## src/rtl/mdh_pkg.sv

```systemverilog
package mdh_pkg;

  typedef enum logic [2:0] {
    OP_MUL_S  = 3'd0,
    OP_MUL_U  = 3'd1,
    OP_DIV_S  = 3'd2,
    OP_DIV_U  = 3'd3,
    OP_SET_HI = 3'd4,
    OP_SET_LO = 3'd5
  } mdh_op_e;

  typedef enum logic [1:0] {
    DV_IDLE = 2'd0,
    DV_PREP = 2'd1,
    DV_STEP = 2'd2
  } mdh_div_state_e;

  function automatic logic op_known(input logic [2:0] op);
    return op <= 3'd5;
  endfunction

endpackage

```

## src/rtl/mdh_mult.sv

```systemverilog
module mdh_mult
  import mdh_pkg::*;
#(
  parameter int W   = 32,
  parameter int LAT = 2
) (
  input  logic         clk,
  input  logic         rst_n,
  input  logic         start,
  input  logic         abort,
  input  logic         is_signed,
  input  logic [W-1:0] a,
  input  logic [W-1:0] b,
  output logic         active,
  output logic         done,
  output logic [W-1:0] prod_hi,
  output logic [W-1:0] prod_lo
);

  localparam int CW = (LAT > 1) ? $clog2(LAT) : 1;
  localparam logic [CW-1:0] CNT_LOAD = CW'(LAT - 1);

  logic [W-1:0]   a_q, b_q;
  logic           sgn_q;
  logic [CW-1:0]  cnt_q;
  logic [2*W-1:0] ext_a, ext_b, prod;

  always_ff @(posedge clk) begin
    if (!rst_n) begin
      a_q    <= '0;
      b_q    <= '0;
      sgn_q  <= 1'b0;
      cnt_q  <= '0;
      active <= 1'b0;
    end else if (start) begin
      a_q    <= a;
      b_q    <= b;
      sgn_q  <= is_signed;
      cnt_q  <= CNT_LOAD;
      active <= 1'b1;
    end else if (abort) begin
      active <= 1'b0;
    end else if (active) begin
      if (cnt_q == '0) active <= 1'b0;
      else             cnt_q  <= cnt_q - 1'b1;
    end
  end

  assign ext_a   = {{W{sgn_q & a_q[W-1]}}, a_q};
  assign ext_b   = {{W{sgn_q & b_q[W-1]}}, b_q};
  assign prod    = ext_a * ext_b;
  assign prod_hi = prod[2*W-1:W];
  assign prod_lo = prod[W-1:0];
  assign done    = active && (cnt_q == '0);

  AST_MUL_ARMS_FULL_COUNT: assert property (@(posedge clk) disable iff (!rst_n)
    start |=> (active && cnt_q == CNT_LOAD));

endmodule

```

## src/rtl/mdh_div.sv

```systemverilog
module mdh_div
  import mdh_pkg::*;
#(
  parameter int W = 32
) (
  input  logic         clk,
  input  logic         rst_n,
  input  logic         start,
  input  logic         abort,
  input  logic         is_signed,
  input  logic [W-1:0] a,
  input  logic [W-1:0] b,
  output logic         active,
  output logic         done,
  output logic [W-1:0] res_hi,
  output logic [W-1:0] res_lo
);

  localparam int CW = $clog2(W);
  localparam logic [CW-1:0] LAST = CW'(W - 1);

  mdh_div_state_e st_q;
  logic [W-1:0]   a_q, b_q, rem_q, quo_q, dsr_q;
  logic           sgn_q, neg_q_q, neg_r_q, zero_q;
  logic [CW-1:0]  cnt_q;

  logic [W:0]     shifted, trial;
  logic           fit;
  logic [W-1:0]   rem_n, quo_n, q_fix, r_fix;

  // one restoring step: shift in the next dividend bit, try the subtraction
  assign shifted = {rem_q, quo_q[W-1]};
  assign trial   = shifted - {1'b0, dsr_q};
  assign fit     = ~trial[W];
  assign rem_n   = fit ? trial[W-1:0] : shifted[W-1:0];
  assign quo_n   = {quo_q[W-2:0], fit};

  always_ff @(posedge clk) begin
    if (!rst_n) begin
      st_q    <= DV_IDLE;
      a_q     <= '0;
      b_q     <= '0;
      sgn_q   <= 1'b0;
      rem_q   <= '0;
      quo_q   <= '0;
      dsr_q   <= '0;
      neg_q_q <= 1'b0;
      neg_r_q <= 1'b0;
      zero_q  <= 1'b0;
      cnt_q   <= '0;
    end else if (start) begin
      st_q  <= DV_PREP;
      a_q   <= a;
      b_q   <= b;
      sgn_q <= is_signed;
    end else if (abort) begin
      st_q <= DV_IDLE;
    end else begin
      case (st_q)
        DV_PREP: begin
          quo_q   <= (sgn_q && a_q[W-1]) ? (~a_q + 1'b1) : a_q;
          dsr_q   <= (sgn_q && b_q[W-1]) ? (~b_q + 1'b1) : b_q;
          rem_q   <= '0;
          neg_q_q <= sgn_q && (a_q[W-1] ^ b_q[W-1]);
          neg_r_q <= sgn_q && a_q[W-1];
          zero_q  <= (b_q == '0);
          cnt_q   <= '0;
          st_q    <= DV_STEP;
        end
        DV_STEP: begin
          rem_q <= rem_n;
          quo_q <= quo_n;
          cnt_q <= cnt_q + 1'b1;
          if (cnt_q == LAST) st_q <= DV_IDLE;
        end
        default: st_q <= DV_IDLE;
      endcase
    end
  end

  assign active = (st_q != DV_IDLE);
  assign done   = (st_q == DV_STEP) && (cnt_q == LAST);
  assign q_fix  = neg_q_q ? (~quo_n + 1'b1) : quo_n;
  assign r_fix  = neg_r_q ? (~rem_n + 1'b1) : rem_n;

  always_comb begin
    if (zero_q) begin
      res_hi = a_q;
      res_lo = neg_r_q ? W'(1) : '1;
    end else begin
      res_hi = r_fix;
      res_lo = q_fix;
    end
  end

  AST_DIV_ENTERS_PREP: assert property (@(posedge clk) disable iff (!rst_n)
    start |=> (st_q == DV_PREP));

  AST_DIV_PARTIAL_REM_BELOW_DIVISOR: assert property (@(posedge clk) disable iff (!rst_n)
    (st_q == DV_STEP && !zero_q) |-> (rem_q < dsr_q));

endmodule

```

## src/rtl/mdh_regs.sv

```systemverilog
module mdh_regs #(
  parameter int W = 32
) (
  input  logic         clk,
  input  logic         rst_n,
  input  logic         wr_hi,
  input  logic         wr_lo,
  input  logic [W-1:0] hi_d,
  input  logic [W-1:0] lo_d,
  input  logic         busy,
  input  logic         rd_valid,
  output logic         rd_ready,
  output logic [W-1:0] hi_q,
  output logic [W-1:0] lo_q,
  output logic [W-1:0] rd_hi,
  output logic [W-1:0] rd_lo
);

  logic xfer;

  always_ff @(posedge clk) begin
    if (!rst_n) begin
      hi_q <= '0;
      lo_q <= '0;
    end else begin
      if (wr_hi) hi_q <= hi_d;
      if (wr_lo) lo_q <= lo_d;
    end
  end

  assign rd_ready = ~busy;
  assign xfer     = rd_valid & rd_ready;
  assign rd_hi    = xfer ? hi_q : '0;
  assign rd_lo    = xfer ? lo_q : '0;

endmodule

```

## src/rtl/muldiv_hilo.sv

```systemverilog
module muldiv_hilo
  import mdh_pkg::*;
#(
  parameter int WIDTH      = 32,
  parameter int MUL_CYCLES = 2
) (
  input  logic             clk,
  input  logic             rst_n,
  input  logic             cmd_valid,
  input  logic [2:0]       cmd_op,
  input  logic [WIDTH-1:0] cmd_a,
  input  logic [WIDTH-1:0] cmd_b,
  output logic             busy,
  input  logic             rd_valid,
  output logic             rd_ready,
  output logic [WIDTH-1:0] rd_hi,
  output logic [WIDTH-1:0] rd_lo
);

  logic cmd_take, mul_start, div_start, set_hi, set_lo;
  logic mul_active, mul_done, div_active, div_done;
  logic mul_commit, div_commit, wr_hi, wr_lo;
  logic [WIDTH-1:0] mul_hi, mul_lo, div_hi, div_lo, hi_d, lo_d, hi_q, lo_q;

  assign cmd_take  = cmd_valid && op_known(cmd_op);
  assign mul_start = cmd_valid && (cmd_op == OP_MUL_S || cmd_op == OP_MUL_U);
  assign div_start = cmd_valid && (cmd_op == OP_DIV_S || cmd_op == OP_DIV_U);
  assign set_hi    = cmd_valid && (cmd_op == OP_SET_HI);
  assign set_lo    = cmd_valid && (cmd_op == OP_SET_LO);

  mdh_mult #(.W(WIDTH), .LAT(MUL_CYCLES)) u_mult (
    .clk       (clk),
    .rst_n     (rst_n),
    .start     (mul_start),
    .abort     (cmd_take),
    .is_signed (cmd_op == OP_MUL_S),
    .a         (cmd_a),
    .b         (cmd_b),
    .active    (mul_active),
    .done      (mul_done),
    .prod_hi   (mul_hi),
    .prod_lo   (mul_lo)
  );

  mdh_div #(.W(WIDTH)) u_div (
    .clk       (clk),
    .rst_n     (rst_n),
    .start     (div_start),
    .abort     (cmd_take),
    .is_signed (cmd_op == OP_DIV_S),
    .a         (cmd_a),
    .b         (cmd_b),
    .active    (div_active),
    .done      (div_done),
    .res_hi    (div_hi),
    .res_lo    (div_lo)
  );

  // a command in the completion cycle discards the finishing result
  assign mul_commit = mul_done & ~cmd_take;
  assign div_commit = div_done & ~cmd_take;
  assign wr_hi      = mul_commit | div_commit | set_hi;
  assign wr_lo      = mul_commit | div_commit | set_lo;
  assign hi_d       = mul_commit ? mul_hi : (div_commit ? div_hi : cmd_a);
  assign lo_d       = mul_commit ? mul_lo : (div_commit ? div_lo : cmd_a);
  assign busy       = mul_active | div_active;

  mdh_regs #(.W(WIDTH)) u_regs (
    .clk      (clk),
    .rst_n    (rst_n),
    .wr_hi    (wr_hi),
    .wr_lo    (wr_lo),
    .hi_d     (hi_d),
    .lo_d     (lo_d),
    .busy     (busy),
    .rd_valid (rd_valid),
    .rd_ready (rd_ready),
    .hi_q     (hi_q),
    .lo_q     (lo_q),
    .rd_hi    (rd_hi),
    .rd_lo    (rd_lo)
  );

  AST_SET_HI_LANDS: assert property (@(posedge clk) disable iff (!rst_n)
    (cmd_valid && cmd_op == OP_SET_HI) |=> (hi_q == $past(cmd_a) && !busy));

  AST_SET_LO_LANDS: assert property (@(posedge clk) disable iff (!rst_n)
    (cmd_valid && cmd_op == OP_SET_LO) |=> (lo_q == $past(cmd_a) && !busy));

  AST_IDLE_UNKNOWN_OP_INERT: assert property (@(posedge clk) disable iff (!rst_n)
    (cmd_valid && !op_known(cmd_op) && !busy) |=> ($stable(hi_q) && $stable(lo_q) && !busy));

  AST_NO_EARLY_RESULT: assert property (@(posedge clk) disable iff (!rst_n)
    (busy && !cmd_valid && !mul_done && !div_done) |=> ($stable(hi_q) && $stable(lo_q) && busy));

  AST_ABORT_CLEARS_DIV: assert property (@(posedge clk) disable iff (!rst_n)
    (div_active && mul_start) |=> !div_active);

endmodule

```

## config.mk

```make
export PLATFORM = sky130hd
export DESIGN_NAME = muldiv_hilo
export DESIGN_NICKNAME = d
export VERILOG_FILES = /design/src/rtl/mdh_pkg.sv /design/src/rtl/mdh_mult.sv /design/src/rtl/mdh_div.sv /design/src/rtl/mdh_regs.sv /design/src/rtl/muldiv_hilo.sv
export SDC_FILE = /design/constraint.sdc
export NUM_CORES = 2
export LEC_CHECK = 0
export BUFFER_PORTS_ARGS = -buffer_cell sky130_fd_sc_hd__buf_2
export CORE_ASPECT_RATIO = 1.5
export CORE_MARGIN = 1.5
export CORE_UTILIZATION = 40
export DETAILED_ROUTE_END_ITERATION = 10
export PLACE_DENSITY = 0.6
export SYNTH_ARGS = -nofsm -noshare
export SYNTH_HDL_FRONTEND = slang
export SYNTH_SLANG_ARGS = --single-unit
export TNS_END_PERCENT = 100
```

## constraint.sdc

```tcl
create_clock -name clk -period 12.35 [get_ports clk]
set_input_delay 0 -clock clk [delete_from_list [all_inputs] [get_ports clk]]
set_output_delay 0 -clock clk [all_outputs]
set_load 0.01 [all_outputs]
```

Word-level counts from Yosys, hierarchy flattened

Cells that the tools add are included.
Widths: inputs -> output; s select.

Register bits after elaboration: 302
Latch bits: 0
Bits in writable memories: 0
Memory bits (read-only): 0
Input port bits: 71
Output and inout bits: 66
Word-level logic and storage cells: 109
Memories kept: 0

Add/subtract/negate cells: 7
Multiply operators: 1
Divide/modulo/power cells: 0
$lt $le $gt $ge: 1
Eq/ne operators: 11
Shifts and indexed selects: 0
Mux-type cells: 29
Bitwise operators: 20
Reductions and logical operators: 21

Operators by type and width:

| operator              | count |
|---|---|
| $mux 32               | 14 |
| $add 32x1->32 const B | 4 |
| $not 32->32           | 4 |
| $pmux 32 s2           | 2 |
| $mul 33x33->64        | 1 |
| $sub 33x32->33        | 1 |
| $logic_not 32->1      | 1 |
| $logic_and 1x1->1     | 10 |
| $mux 1                | 10 |
| $pmux 5 s2            | 1 |
| $eq 3x2->1 const B    | 2 |
| $eq 3x3->1 const B    | 2 |
| $not 1->1             | 6 |
| $reduce_and 3->1      | 2 |
| $reduce_bool 2->1     | 3 |
| $add 5x1->5 const B   | 1 |
| $and 1x1->1           | 5 |
| $eq 5x5->1 const B    | 1 |
| $ne 2x1->1 const B    | 2 |
| $ne 4x3->1 const B    | 1 |
| $or 1x1->1            | 4 |
| $pmux 2 s2            | 1 |
| $eq 3x1->1 const B    | 1 |
| $le 3x3->1 const B    | 1 |
| other kinds (9)       | 10 |

Logic depth before layout (Yosys ltp)

Depth after elaboration: 8
Depth in mapped cells: 32
Gate-level depth less buffers: 29

By module

From an unflattened synthesis, not the netlist that was laid out.

Cells, all modules: 6584
Area, all modules: 57686.6 um^2

Modules (own cells, without submodules):

| module      | times used | cells an instance | area an instance (um^2) | sequential area each (um^2) |
|---|---|---|---|---|
| mdh_mult    | 1          | 4374              | 40342.4                 | 1341.3 |
| mdh_div     | 1          | 1654              | 12674.7                 | 3423.3 |
| mdh_regs    | 1          | 280               | 2986.6                  | 1281.2 |
| muldiv_hilo | 1          | 276               | 1682.9                  | 0.0 |

Least setup slack after synthesis

OpenSTA, ideal clock, no wires.

Path type: flip-flop to flip-flop
From: register u_mult.a_q[31]
To: register u_regs.hi_q[29]
Library setup time: 0.074 ns
Data arrival time: 7.977 ns
Required time: 12.276 ns
Setup slack: 4.299 ns
Cell stages (with the launch flop): 30
Buffers on the path: 3
Clock period less this slack: 8.051 ns
Cells stage by stage: dfxtp_1 clkbuf_1 and2_1 clkbuf_1 nand2_1 inv_1 fa_1 inv_1 fa_1 fa_1 inv_1 fa_1 fa_1 fa_1 inv_1 fa_1 fa_1 inv_1 ha_1 clkbuf_1 nand4_1 inv_1 nand3_1 or2_2 a2111oi_0 o211ai_1 and3_1 o31ai_1 a311oi_1 a31oi_1

Word-level cells in the longest chain between the ends: 3

Ends and longest elaborated chain:

| element                | RTL line          | text |
|---|---|---|
| from (decl)            | mdh_mult.sv:23    | `logic [W-1:0] a_q, b_q;` |
| from (signal assigned) | mdh_mult.sv:30    | `a_q <= '0;` |
| from (signal assigned) | mdh_mult.sv:36    | `a_q <= a;` |
| $and 1x1->1            | mdh_mult.sv:49    | `assign ext_a = {{W{sgn_q & a_q[W-1]}}, a_q};` |
| $mul 33x33->64 *       | mdh_mult.sv:51    | `assign prod = ext_a * ext_b;` |
| $mux 32 *              | muldiv_hilo.sv:64 | `assign hi_d = mul_commit ? mul_hi : (div_commit ? div_hi : cmd_a);` |
| to (signal assigned)   | mdh_regs.sv:26    | `if (wr_hi) hi_q <= hi_d;` |
| to (decl)              | mdh_regs.sv:13    | `output logic [W-1:0] hi_q,` |

Mark *: on every way between the ends. The rest lies on a longest branch, timed or not.
A chain may end at the register's enable or synchronous reset.

Final worst setup path

From: register u_mult.sgn_q
To: register u_regs.hi_q[20]

Word-level cells in the longest chain between the ends: 3
Elaborated cells between the ends (all ways): 4
Classes of those cells: mul (1); mux (1); bitwise (2)

Ends and longest elaborated chain:

| element                               | RTL line                       | text |
|---|---|---|
| from (decl)                           | mdh_mult.sv:24                 | `logic sgn_q;` |
| from (signal assigned)                | mdh_mult.sv:38                 | `sgn_q <= is_signed;` |
| $and 1x1->1, on equally long branches | mdh_mult.sv:49, mdh_mult.sv:50 |  |
| $mul 33x33->64 *                      | mdh_mult.sv:51                 |  |
| $mux 32 *                             | muldiv_hilo.sv:64              |  |

Marks and branches as above.

==> impl_metrics.yaml <==
run_status:
  outcome: "finished clean"
global_route:
  grt_usage_pct: 27.44
  antenna_found_initial: 12
  grt_max_degree: 130
  grt_pass1_vias: 49034
  overflow: 0
  grt_pass1_wl_microns: 296200
floorplanning:
  initial_core_util_pct: 40.24
  die_x_microns: 308.7
  fp.dieH_microns: 461.6
  rows: 168
  coreArea_sq_um: 139400
  io_pins: 137
  die_area_sq_um: 142500
setup_path:
  timing.rr.start: "u_mult.sgn_q"
  critical_path_arrival_ns: 10.61
  crit_top_cell: "fa_1"
  slowest_delay_ns: 0.89
  critical_path.startpoint_type: "flop"
  cp_slowest_cell: "dfxtp_1"
  cp.required_ns: 12.88
  crit_family: "adder cells"
  rr_endpoint: "u_regs.hi_q[20]"
  path_max_fanout: 22
  path_class: "reg2reg"
  r2r_slack_ns: 2.26
  ff2ff_path_depth: 27
  cp-end-kind: "flop"
  worst-path-buf-inv: 5
sta:
  fin_crit_ns: 10.09
  report.final.hold_viol_count: 0
  slew_violations: 0
  skew_ns: 0.01874
  setup_viol: 0
  fin_setup_tns_ns: 0
  max-slew-margin-rel_pct: 16.25
  rsz0062_at_grt: "no"
  worstMarginPinSlew_ns: 1.245
  holdWs_ns: 0.04699
  layout_worst_path_cycle_share_pct: 81.66
  max_freq_mhz: 99.15
yosys:
  yosysSeqAreaShare_pct: 10.78
  yosysWarningCount: 0
  synth_nets: 8119
  synthFlopType: "dfxtp_1"
  synth_area_leaders: "fa_1 (40%), dfxtp_1 (11%), nand2_1 (8.1%), inv_1 (7.8%), ha_1 (5.6%)"
  ys_seq_elements: 302
  async_reset_ff_share_pct: 0
  synth_largest_area_cell: "fa_1"
  synth.top_cell.area_share_pct: 40.20
  synth_cell_types: 93
  synth_common_cells: "nand2_1 (1216), inv_1 (1172), fa_1 (1126)"
  syn_area_sq_um: 56080
  synthCells: 6669
  synth.most_common_cell: "nand2_1"
  synth_edf_count: 0
  avgSynthCellArea_sq_um: 8.408
worst_hold_path:
  hold_path_end: "u_div.st_q[1]"
  hold_start: "cmd_op[2]"
  hold_depth: 5
  hp-class: "in2reg"
route:
  ant_nets: 0
  drc: 0
  via_per_inst: 5.481
  initialDrtViolationCount: 3149
  routed_wl_microns: 191700
  via_count: 46554
  wire_per_inst_microns: 22.56
  first_pass_iters: 6
clocking:
  numClockSinks: 302
  cts_root_buffer: "clkbuf_16"
  cts_made_buffers: 28
  clk_pin_slew_worst_paths_ns: 0.07
  clockBufferDepth: 3
  htree_levels: 1
  cts_tree: "built"
  insertion_delay_ns: 0.60
final_layout:
  fin_util_pct: 43.06
  synthToLayoutAreaGrowth_pct: 7.018
  final_cells: 8494
  layout-drive-gt1-share_pct: 5.499
  fin_nets: 8047
  nFillCells: 13914
place:
  io_buffers: 136
  dp_cells: 8367
  place_hpwl_microns: 153200
  gp_congestion: 0.9551
pwr:
  p_leak_uw: 0.02786
  total_power_uw: 2882
  ir_drop_mv: 0.1264
  power.density_nw_per_um2: 48.03
run:
  max-cap-violations: 0
[registers in the layout (all words and copies together), names as in the netlist]
name           count
u_div.zero_q       1
u_regs.hi_q       32
u_mult.a_q        32
u_div.sgn_q        1
u_mult.b_q        32
u_div.b_q         32
u_div.dsr_q       32
u_div.neg_q_q      1
u_mult.sgn_q       1
u_div.cnt_q        5
u_div.rem_q       32
u_mult.active      1
u_div.neg_r_q      1
u_regs.lo_q       32
u_div.st_q         2
u_div.quo_q       32
u_mult.cnt_q       1
u_div.a_q         32
[cells in the final DEF, fill, tap and decap left out, drive strengths merged, types with 21 or more instances in the layout]
cell	count
and2	371
dfxtp	302
a21oi	367
inv	1177
buf	232
fa	1126
mux2i	28
nor4	21
a22oi	23
a21o	46
nor2	243
nand4	21
nand3	57
o211ai	45
nand2b	28
xor2	63
o21ai	179
a211oi	58
and3	102
dlygate4sd3	70
ha	253
or3	36
nand2	1216
nor3	54
clkbuf	34
o31ai	32
xnor2	124
a31oi	29
[final cells by class]
type	count	area [sq um]	area share, %
multi-input cells	4787	44120	73.52
flip-flops and latches	302	6052	10.09
diodes	5	12.51	0.02085
inverters	1176	4422	7.368
clock buffers	34	763.2	1.272
repair buffers	302	2102	3.503
well taps	1870	2340	3.899
clock inverters	18	200.2	0.3336
[tightest hold or removal path: cells and delay by family]
kind | cells | cell delay (ns)
buffers and inverters | 1 | 0.14
AND/OR/NAND/NOR | 4 | 0.46
[power by group]
group | internal, uW | total [uW] | switching (uW) | leakage (uW)
Clock | 509 | 956 | 447 | 0.000463
Combinational | 275 | 888 | 613 | 0.0249
Sequential | 1000 | 1040 | 37.2 | 0.00245
Total | 1790 | 2880 | 1100 | 0.0279
[worst max path at each step]
stage              startpoint              end  slack (ns)  cells after the start
2_1_floorplan  u_mult.a_q[31]  u_regs.hi_q[29]        4.30                     29
3_3_place_gp     u_mult.sgn_q  u_regs.hi_q[20]        2.44                     27
3_5_place_dp     u_mult.sgn_q  u_regs.hi_q[20]        2.29                     27
4_1_cts          u_mult.sgn_q  u_regs.hi_q[20]        2.23                     27
5_1_grt          u_mult.sgn_q  u_regs.hi_q[20]        1.78                     27
6_report         u_mult.sgn_q  u_regs.hi_q[20]        2.26                     27
[through the flow]
stage | setup slack [ns] | instance area (sq um)
2_1_floorplan | 4.299 | 56080
3_3_place_gp | 2.442 | 58330
3_5_place_dp | 2.287 | 58330
4_1_cts | 2.231 | 60000
5_1_grt | 1.776 | 60000
6_report | 2.265 | 60010
[metal layers]
| layer | track usage [%] | vias up | wire length, microns |
|---|---|---|---|
| met1 | 32.40 | 23719 | 71400 |
| met2 | 48.23 | 1799 | 96000 |
| li1 | - | 20520 | - |
| met4 | 16.36 | 0 | 13520 |
| met3 | 2.588 | 516 | 10740 |
| met5 | 0 | - | 0 |
[kinds of logic (layout without fill, tap and decap cells)]
logic type | after synthesis | after routing | synth area share, %
XOR/XNOR | 187 | 187 | 2.921
multiplexers | 37 | 37 | 0.6806
adder cells (fa/ha/maj) | 1379 | 1379 | 45.84
AND/OR/NAND/NOR | 2217 | 2217 | 18.20
buffers and inverters | 1580 | 1530 | 10.63
other | 0 | 5 | 0
flip-flops | 302 | 302 | 10.78
AO/OA/AOI/OAI | 967 | 967 | 10.94
[timing repair]
item / in CTS / in global routing
gates resized for setup: 0 / 0
hold endpoints to repair: 159 / 0
hold buffers: 70 / 0
setup buffers: 0 / 0
No activity file was read; power rests on OpenSTA's default activity.
